===== src/rtl/canbt_pkg.sv =====
package canbt_pkg;
  localparam int PRESC_W = 10;
  localparam int JUMP_W  = 2;
  localparam int SEG1_W  = 4;
  localparam int SEG2_W  = 3;
  localparam int CFG_W   = PRESC_W + JUMP_W + SEG1_W + SEG2_W + 1;
  localparam int LEN_W   = SEG1_W + 2;

  typedef struct packed {
    logic              triple;
    logic [SEG2_W-1:0] seg2;
    logic [SEG1_W-1:0] seg1;
    logic [JUMP_W-1:0] jump;
    logic [PRESC_W-1:0] presc;
  } timingCfg_t;

  typedef struct packed {
    logic hold;
    logic tqEnd;
    logic samplePt;
  } ctrlStb_t;

  typedef enum logic [1:0] {SEG_SYNC, SEG_PH1, SEG_PH2} segState_t;

  localparam timingCfg_t CFG_RESET = '{
    triple: 1'b0,
    seg2:   SEG2_W'(1),
    seg1:   SEG1_W'(12),
    jump:   '0,
    presc:  '0
  };
endpackage


===== src/rtl/canbt_dp.sv =====
module canbt_dp
  import canbt_pkg::*;
#(
  parameter int SYNC_STAGES = 2
) (
  input  logic       clk,
  input  logic       rstN,
  input  logic       resetMode,
  input  logic       cfgWrite,
  input  timingCfg_t cfgIn,
  input  logic       rxIn,
  input  ctrlStb_t   stb,
  output timingCfg_t cfgQ,
  output logic       fallEdge,
  output logic       rxBit,
  output logic       sampleStb
);
  localparam int HIST_W = 2;

  logic [SYNC_STAGES-1:0] syncChain;
  logic                   rxSync;
  logic                   rxPrev;
  logic [HIST_W-1:0]      hist;
  logic                   vote;
  logic                   pick;

  always_ff @(posedge clk or negedge rstN) begin
    if (!rstN) cfgQ <= CFG_RESET;
    else if (resetMode && cfgWrite) cfgQ <= cfgIn;
  end

  always_ff @(posedge clk or negedge rstN) begin
    if (!rstN) begin
      syncChain <= '1;
      rxPrev    <= 1'b1;
    end else begin
      syncChain <= {syncChain[SYNC_STAGES-2:0], rxIn};
      rxPrev    <= rxSync;
    end
  end

  assign rxSync   = syncChain[SYNC_STAGES-1];
  assign fallEdge = rxPrev & ~rxSync;

  always_ff @(posedge clk or negedge rstN) begin
    if (!rstN) hist <= '1;
    else if (stb.hold) hist <= '1;
    else if (stb.tqEnd) hist <= {hist[0], rxSync};
  end

  always_comb begin
    vote = (rxSync & hist[0]) | (rxSync & hist[1]) | (hist[0] & hist[1]);
    pick = cfgQ.triple ? vote : rxSync;
  end

  always_ff @(posedge clk or negedge rstN) begin
    if (!rstN) begin
      rxBit     <= 1'b1;
      sampleStb <= 1'b0;
    end else begin
      sampleStb <= stb.samplePt;
      if (stb.samplePt) rxBit <= pick;
    end
  end
endmodule


===== src/rtl/canbt_ctrl.sv =====
module canbt_ctrl
  import canbt_pkg::*;
(
  input  logic               clk,
  input  logic               rstN,
  input  logic               resetMode,
  input  logic [PRESC_W-1:0] presc,
  input  logic [JUMP_W-1:0]  jump,
  input  logic [SEG1_W-1:0]  seg1,
  input  logic [SEG2_W-1:0]  seg2,
  input  logic               fallEdge,
  input  logic               busIdle,
  output ctrlStb_t           stb,
  output logic               bitStb
);
  logic [PRESC_W-1:0] preCnt;
  segState_t          seg;
  logic [LEN_W-1:0]   qCnt, ph1Len, ph2Len;
  logic               syncUsed;

  logic [LEN_W-1:0] jumpQ, baseLen1, baseLen2, qNext;
  logic [LEN_W-1:0] ext1, ph1Eff, ph2Eff, remPh2;
  logic tqEnd, hardSync, softEdge, restart, samplePtEv, bitEndEv, newBit;

  always_comb begin
    jumpQ    = LEN_W'(jump) + LEN_W'(1);
    baseLen1 = LEN_W'(seg1) + LEN_W'(1);
    baseLen2 = LEN_W'(seg2) + LEN_W'(1);
    qNext    = qCnt + LEN_W'(1);
    tqEnd    = (preCnt == presc);
    hardSync = !resetMode && busIdle && fallEdge;
    softEdge = !resetMode && !busIdle && fallEdge && !syncUsed && (seg != SEG_SYNC);
    ext1     = (qNext < jumpQ) ? qNext : jumpQ;
    ph1Eff   = (softEdge && seg == SEG_PH1) ? ph1Len + ext1 : ph1Len;
    remPh2   = ph2Len - qCnt;
    restart  = softEdge && (seg == SEG_PH2) && (remPh2 <= jumpQ);
    ph2Eff   = (softEdge && seg == SEG_PH2) ? ph2Len - jumpQ : ph2Len;
    samplePtEv = !resetMode && !hardSync && tqEnd && (seg == SEG_PH1) && (qNext >= ph1Eff);
    bitEndEv   = !resetMode && !hardSync && !restart && tqEnd &&
                 (seg == SEG_PH2) && (qNext >= ph2Eff);
    newBit     = hardSync | restart | bitEndEv;
  end

  assign stb.hold     = resetMode;
  assign stb.tqEnd    = tqEnd & ~resetMode;
  assign stb.samplePt = samplePtEv;

  always_ff @(posedge clk or negedge rstN) begin
    if (!rstN) begin
      preCnt   <= '0;
      seg      <= SEG_SYNC;
      qCnt     <= '0;
      ph1Len   <= LEN_W'(CFG_RESET.seg1) + LEN_W'(1);
      ph2Len   <= LEN_W'(CFG_RESET.seg2) + LEN_W'(1);
      syncUsed <= 1'b0;
      bitStb   <= 1'b0;
    end else if (resetMode) begin
      preCnt   <= '0;
      seg      <= SEG_SYNC;
      qCnt     <= '0;
      syncUsed <= 1'b0;
      bitStb   <= 1'b0;
    end else begin
      bitStb <= newBit;
      if (newBit) begin
        preCnt   <= '0;
        seg      <= SEG_SYNC;
        qCnt     <= '0;
        syncUsed <= 1'b0;
      end else begin
        if (softEdge) begin
          syncUsed <= 1'b1;
          if (seg == SEG_PH1) ph1Len <= ph1Eff;
          if (seg == SEG_PH2) ph2Len <= ph2Eff;
        end
        preCnt <= tqEnd ? '0 : preCnt + PRESC_W'(1);
        if (tqEnd) begin
          case (seg)
            SEG_SYNC: begin
              seg    <= SEG_PH1;
              qCnt   <= '0;
              ph1Len <= baseLen1;
              ph2Len <= baseLen2;
            end
            SEG_PH1: begin
              if (samplePtEv) begin
                seg  <= SEG_PH2;
                qCnt <= '0;
              end else begin
                qCnt <= qNext;
              end
            end
            SEG_PH2: qCnt <= qNext;
            default: seg <= SEG_SYNC;
          endcase
        end
      end
    end
  end
endmodule


===== src/rtl/canbt_top.sv =====
module canbt_top
  import canbt_pkg::*;
#(
  parameter int SYNC_STAGES = 2
) (
  input  logic             clk,
  input  logic             rstN,
  input  logic             resetMode,
  input  logic             cfgWrite,
  input  logic [CFG_W-1:0] cfgIn,
  output logic [CFG_W-1:0] cfgOut,
  input  logic             busIdle,
  input  logic             rxIn,
  output logic             rxBit,
  output logic             sampleStb,
  output logic             bitStb
);
  timingCfg_t cfgQ;
  ctrlStb_t   stb;
  logic       fallEdge;

  canbt_dp #(.SYNC_STAGES(SYNC_STAGES)) i_dp (
    .clk(clk), .rstN(rstN), .resetMode(resetMode), .cfgWrite(cfgWrite),
    .cfgIn(timingCfg_t'(cfgIn)), .rxIn(rxIn), .stb(stb), .cfgQ(cfgQ),
    .fallEdge(fallEdge), .rxBit(rxBit), .sampleStb(sampleStb)
  );

  canbt_ctrl i_ctrl (
    .clk(clk), .rstN(rstN), .resetMode(resetMode),
    .presc(cfgQ.presc), .jump(cfgQ.jump), .seg1(cfgQ.seg1), .seg2(cfgQ.seg2),
    .fallEdge(fallEdge), .busIdle(busIdle), .stb(stb), .bitStb(bitStb)
  );

  assign cfgOut = cfgQ;
endmodule


===== config.mk =====
export PLATFORM = sky130hd
export DESIGN_NAME = canbt_top
export DESIGN_NICKNAME = d
export VERILOG_FILES = /design/src/rtl/canbt_pkg.sv /design/src/rtl/canbt_dp.sv /design/src/rtl/canbt_ctrl.sv /design/src/rtl/canbt_top.sv
export SDC_FILE = /design/constraint.sdc
export NUM_CORES = 1
export LEC_CHECK = 0
export BUFFER_PORTS_ARGS = -buffer_cell sky130_fd_sc_hd__buf_2
export CAP_MARGIN = 25
export CORE_UTILIZATION = 59
export DETAILED_ROUTE_END_ITERATION = 10
export HOLD_SLACK_MARGIN = 0.1
export PLACE_DENSITY = 0.81
export SETUP_SLACK_MARGIN = 0.02
export SLEW_MARGIN = 25
export SYNTH_ARGS = -nofsm -noshare
export SYNTH_HDL_FRONTEND = slang
export SYNTH_SLANG_ARGS = --single-unit

===== constraint.sdc =====
create_clock -name clk -period 6.99 [get_ports clk]
set_input_delay 0.699 -clock clk [delete_from_list [all_inputs] [get_ports clk]]
set_output_delay 0.699 -clock clk [all_outputs]
set_load 0.01 [all_outputs]

==> impl_metrics.yaml <==
global_routing:
  grt_max_degree: 60
  grt.total_usage: 0.254
  grt_pass1_wl_um: 13900
  antenna_found_initial: 0
  grt-ovfl-total: 0
  grt_pass1_vias: 2922
setup_path:
  critical_path.endpoint_type: "flop"
  reg2reg_from: "i_ctrl.qCnt[0]"
  cpPeakStageDelay_ps: 590
  worstSetupStartpointType: "flop"
  critPathSlowestCell: "nor4b_1"
  required_ps: 7240
  crit_fanout: 9
  worstPathArrival_ps: 5730
  worstPathCellList: "ha_1 -> nor2b_1 -> or2_2 -> ha_1 -> a21oi_1 -> nor4b_1 -> mux2i_1 -> ha_1 -> fa_1 -> a21o_1 -> a21oi_1 -> xor2_1 -> nor2_1 -> a21oi_1 -> ha_1 -> a21oi_1 -> o21ai_0 -> o2111a_1 -> nor3_1 -> o21ai_0 -> o21ai_0"
  r2r_end: "i_ctrl.qCnt[4]"
  worst-setup-path-type: "flop to flop"
  r2r_setup_slack_ps: 1510
  worstRegToRegCells: 21
timing:
  min_period_ps: 5480
  hold_viol_final: 0
  fmax_mhz: 183
  whs_ps: 356
  setup_tns_ps: 0
  slew_headroom: 0.417
  tightest_slew_ps: 868
  finalMaxSlewViolations: 0
  fin_skew_ps: 7.42
  rsz0062_at_grt: "no"
  post-route-period-util: 0.784
  setup_violations: 0
final_layout:
  finalNetCount: 503
  syn_to_final_growth_pct: 14.4
  final_cells: 520
  drive_gt1_frac: 0.255
  mostFrequentLayoutCell: "buf_2"
  mostFrequentLayoutCells: "48 x buf_2, 46 x dfrtp_1, 36 x ha_1"
  antenna_cells: 0
  fin_util: 0.700
place:
  routabilityCongestion: 0.842
  placed_cells: 504
  dpl.hpwl_um: 6220
  port_buffers: 48
cts:
  clk_pin_slew_worst_paths_ps: 70
  clkLatencyLatePin_ps: 340
  cts_root_buffer: "clkbuf_8"
  htree_levels: 3
  cts_setup_buffers: 0
  hold_buffers: 0
  cts_num_sinks: 59
  cts_tree: "built"
  cts_made_buffers: 9
  cts_resized: 0
  cts_buffer_depth: 2
synthesis:
  synthCells: 381
  synthSimpleGateAreaFrac: 0.135
  synthMuxAreaShare: 0.113
  synth_compound_area_frac: 0.133
  synth_top_family_by_area: "simple AND/OR/NAND/NOR gates"
  synthXorXnorAreaFrac: 0.0721
  synth.yosys.seq_area_share: 0.384
  syn_area_sq_um: 3890
  synthAdderAreaFrac: 0.134
  synth_edf_count: 0
  synth-seq-cells: 59
  synth_ff_type: "dfrtp_1"
  ys_warn_count: 0
  async_flop_share: 1.00
  netlist-cell-type-count: 56
  synth.avg_cell_area_sq_um: 10.2
drt:
  routedWlPerCell_um: 15.8
  ant_nets: 0
  vias: 3028
  drt_wl_total_um: 8220
  avgViaCountPerCell: 5.82
  dr.pass1.iters: 4
  drtIter0Drc: 133
  drc: 0
floorplan:
  coreArea_sq_um: 6350
  rows: 29
  die_w_um: 83.2
  die_h_um: 83.2
  initial_utilization: 0.612
  io_pins: 49
  die_area_sq_um: 6920
job:
  drv_cap: 0
power_and_ir_drop:
  power.share.clock: 0.328
  power_frac_comb: 0.283
  power.switching_w: 0.000337
  swShare: 0.310
  pwr-share-seq: 0.389
  power.internal_w: 0.000751
  p_per_area_nw_per_um2: 245
  peakVddDrop_v: 0.000183
  power.leakage_nw: 2.03
hold_path:
  holdPathStages: 0
  hold_end: "i_dp.syncChain[1]"
  min-delay-start: "i_dp.syncChain[0]"
  hold_path.class: "flop to flop"
outcome:
  status: "complete, no violations"
-- through the flow --
| stage | power (W) | setup slack (ps) | area (sq um) |
|---|---|---|---|
| after floorplan | 0.000647 | 2020 | 3890 |
| after CTS | 0.00109 | 1550 | 4440 |
| after global placement | 0.000720 | 1730 | 4220 |
| after detailed placement | 0.000735 | 1570 | 4220 |
| after global routing | 0.00115 | 1080 | 4440 |
| final | 0.00109 | 1510 | 4440 |
-- final cells by class --
class | count | area [sq um]
tap | 77 | 96.3
clock buffer | 12 | 155
timing repair buffer | 50 | 255
fill | 483 | 1910
multi-input combinational | 296 | 2290
inverter | 22 | 82.6
sequential | 59 | 1490
clock inverter | 4 | 73.8
-- Yosys cell counts, drive strengths merged, types with 10 or more instances --
| master | count | area, sq um |
|---|---|---|
| o21ai | 24 | 131 |
| mux2i | 10 | 100 |
| nand2 | 24 | 90.1 |
| ha | 36 | 450 |
| xnor2 | 24 | 210 |
| nor2 | 31 | 116 |
| inv | 22 | 82.6 |
| dfrtp | 46 | 1150 |
| nand3 | 13 | 65.1 |
| mux2 | 30 | 338 |
| dfstp | 13 | 342 |
| a21oi | 18 | 90.1 |
-- cell families (layout without fill, tap and decap cells) --
kind of cell | count (synthesis) | count (layout)
XOR/XNOR | 32 | 32
flip-flops | 59 | 59
AO/OA/AOI/OAI | 78 | 78
other | 1 | 2
AND/OR/NAND/NOR | 104 | 104
adder cells (fa/ha/maj) | 40 | 40
buffers and inverters | 27 | 88
multiplexers | 40 | 40
-- layer usage --
layer	global-route usage	vias to the layer above	share of wire	wire [um]
li1	-	1480	-	-
met1	0.332	1464	0.46	3750
met2	0.423	68	0.49	4050
met3	0.0298	16	0.028	226
met4	0.116	0	0.023	193
met5	0	-	0	0
-- registers in the layout, indices dropped and copies added (netlist names) --
name and flops:
i_dp.rxPrev 1, i_ctrl.ph2Len 6, i_dp.rxBit 1, i_ctrl.bitStb 1, i_ctrl.qCnt 6, i_dp.syncChain 2, i_dp.sampleStb 1, i_dp.cfgQ 20
i_dp.hist 2, i_ctrl.syncUsed 1, i_ctrl.seg 2, i_ctrl.preCnt 10, i_ctrl.ph1Len 6
-- worst max-delay path by stage --
stage / start / to / slack, ps / cells past startpoint
finish: i_ctrl.qCnt[0] / i_ctrl.qCnt[4] / 1510 / 21
CTS: i_ctrl.qCnt[0] / i_ctrl.seg[0] / 1550 / 21
global placement: i_ctrl.qCnt[0] / i_ctrl.seg[0] / 1730 / 21
global route: i_ctrl.qCnt[0] / i_ctrl.qCnt[3] / 1080 / 21
detailed placement: i_ctrl.qCnt[0] / i_ctrl.seg[0] / 1570 / 21
floorplan: i_ctrl.qCnt[0] / i_ctrl.seg[0] / 2020 / 21
-- worst max-delay path, delay by kind of cell (launching register included) --
kind	cells	cell delay [ps]
xor+xnor	1	150
flops	1	500
simple gates	5	1510
compound gates	9	1490
mux	1	180
fa+ha+maj	5	1540
-- power groups by stage --
stage / sequential, W / clock [W] / combinational (W)
after floorplan: 0.000428 / 0 / 0.000219
after global placement: 0.000426 / 0 / 0.000295
after detailed placement: 0.000429 / 0 / 0.000306
after CTS: 0.000423 / 0.000362 / 0.000309
after global routing: 0.000428 / 0.000375 / 0.000347
final: 0.000423 / 0.000357 / 0.000308
(Power assumes the default switching activity.)
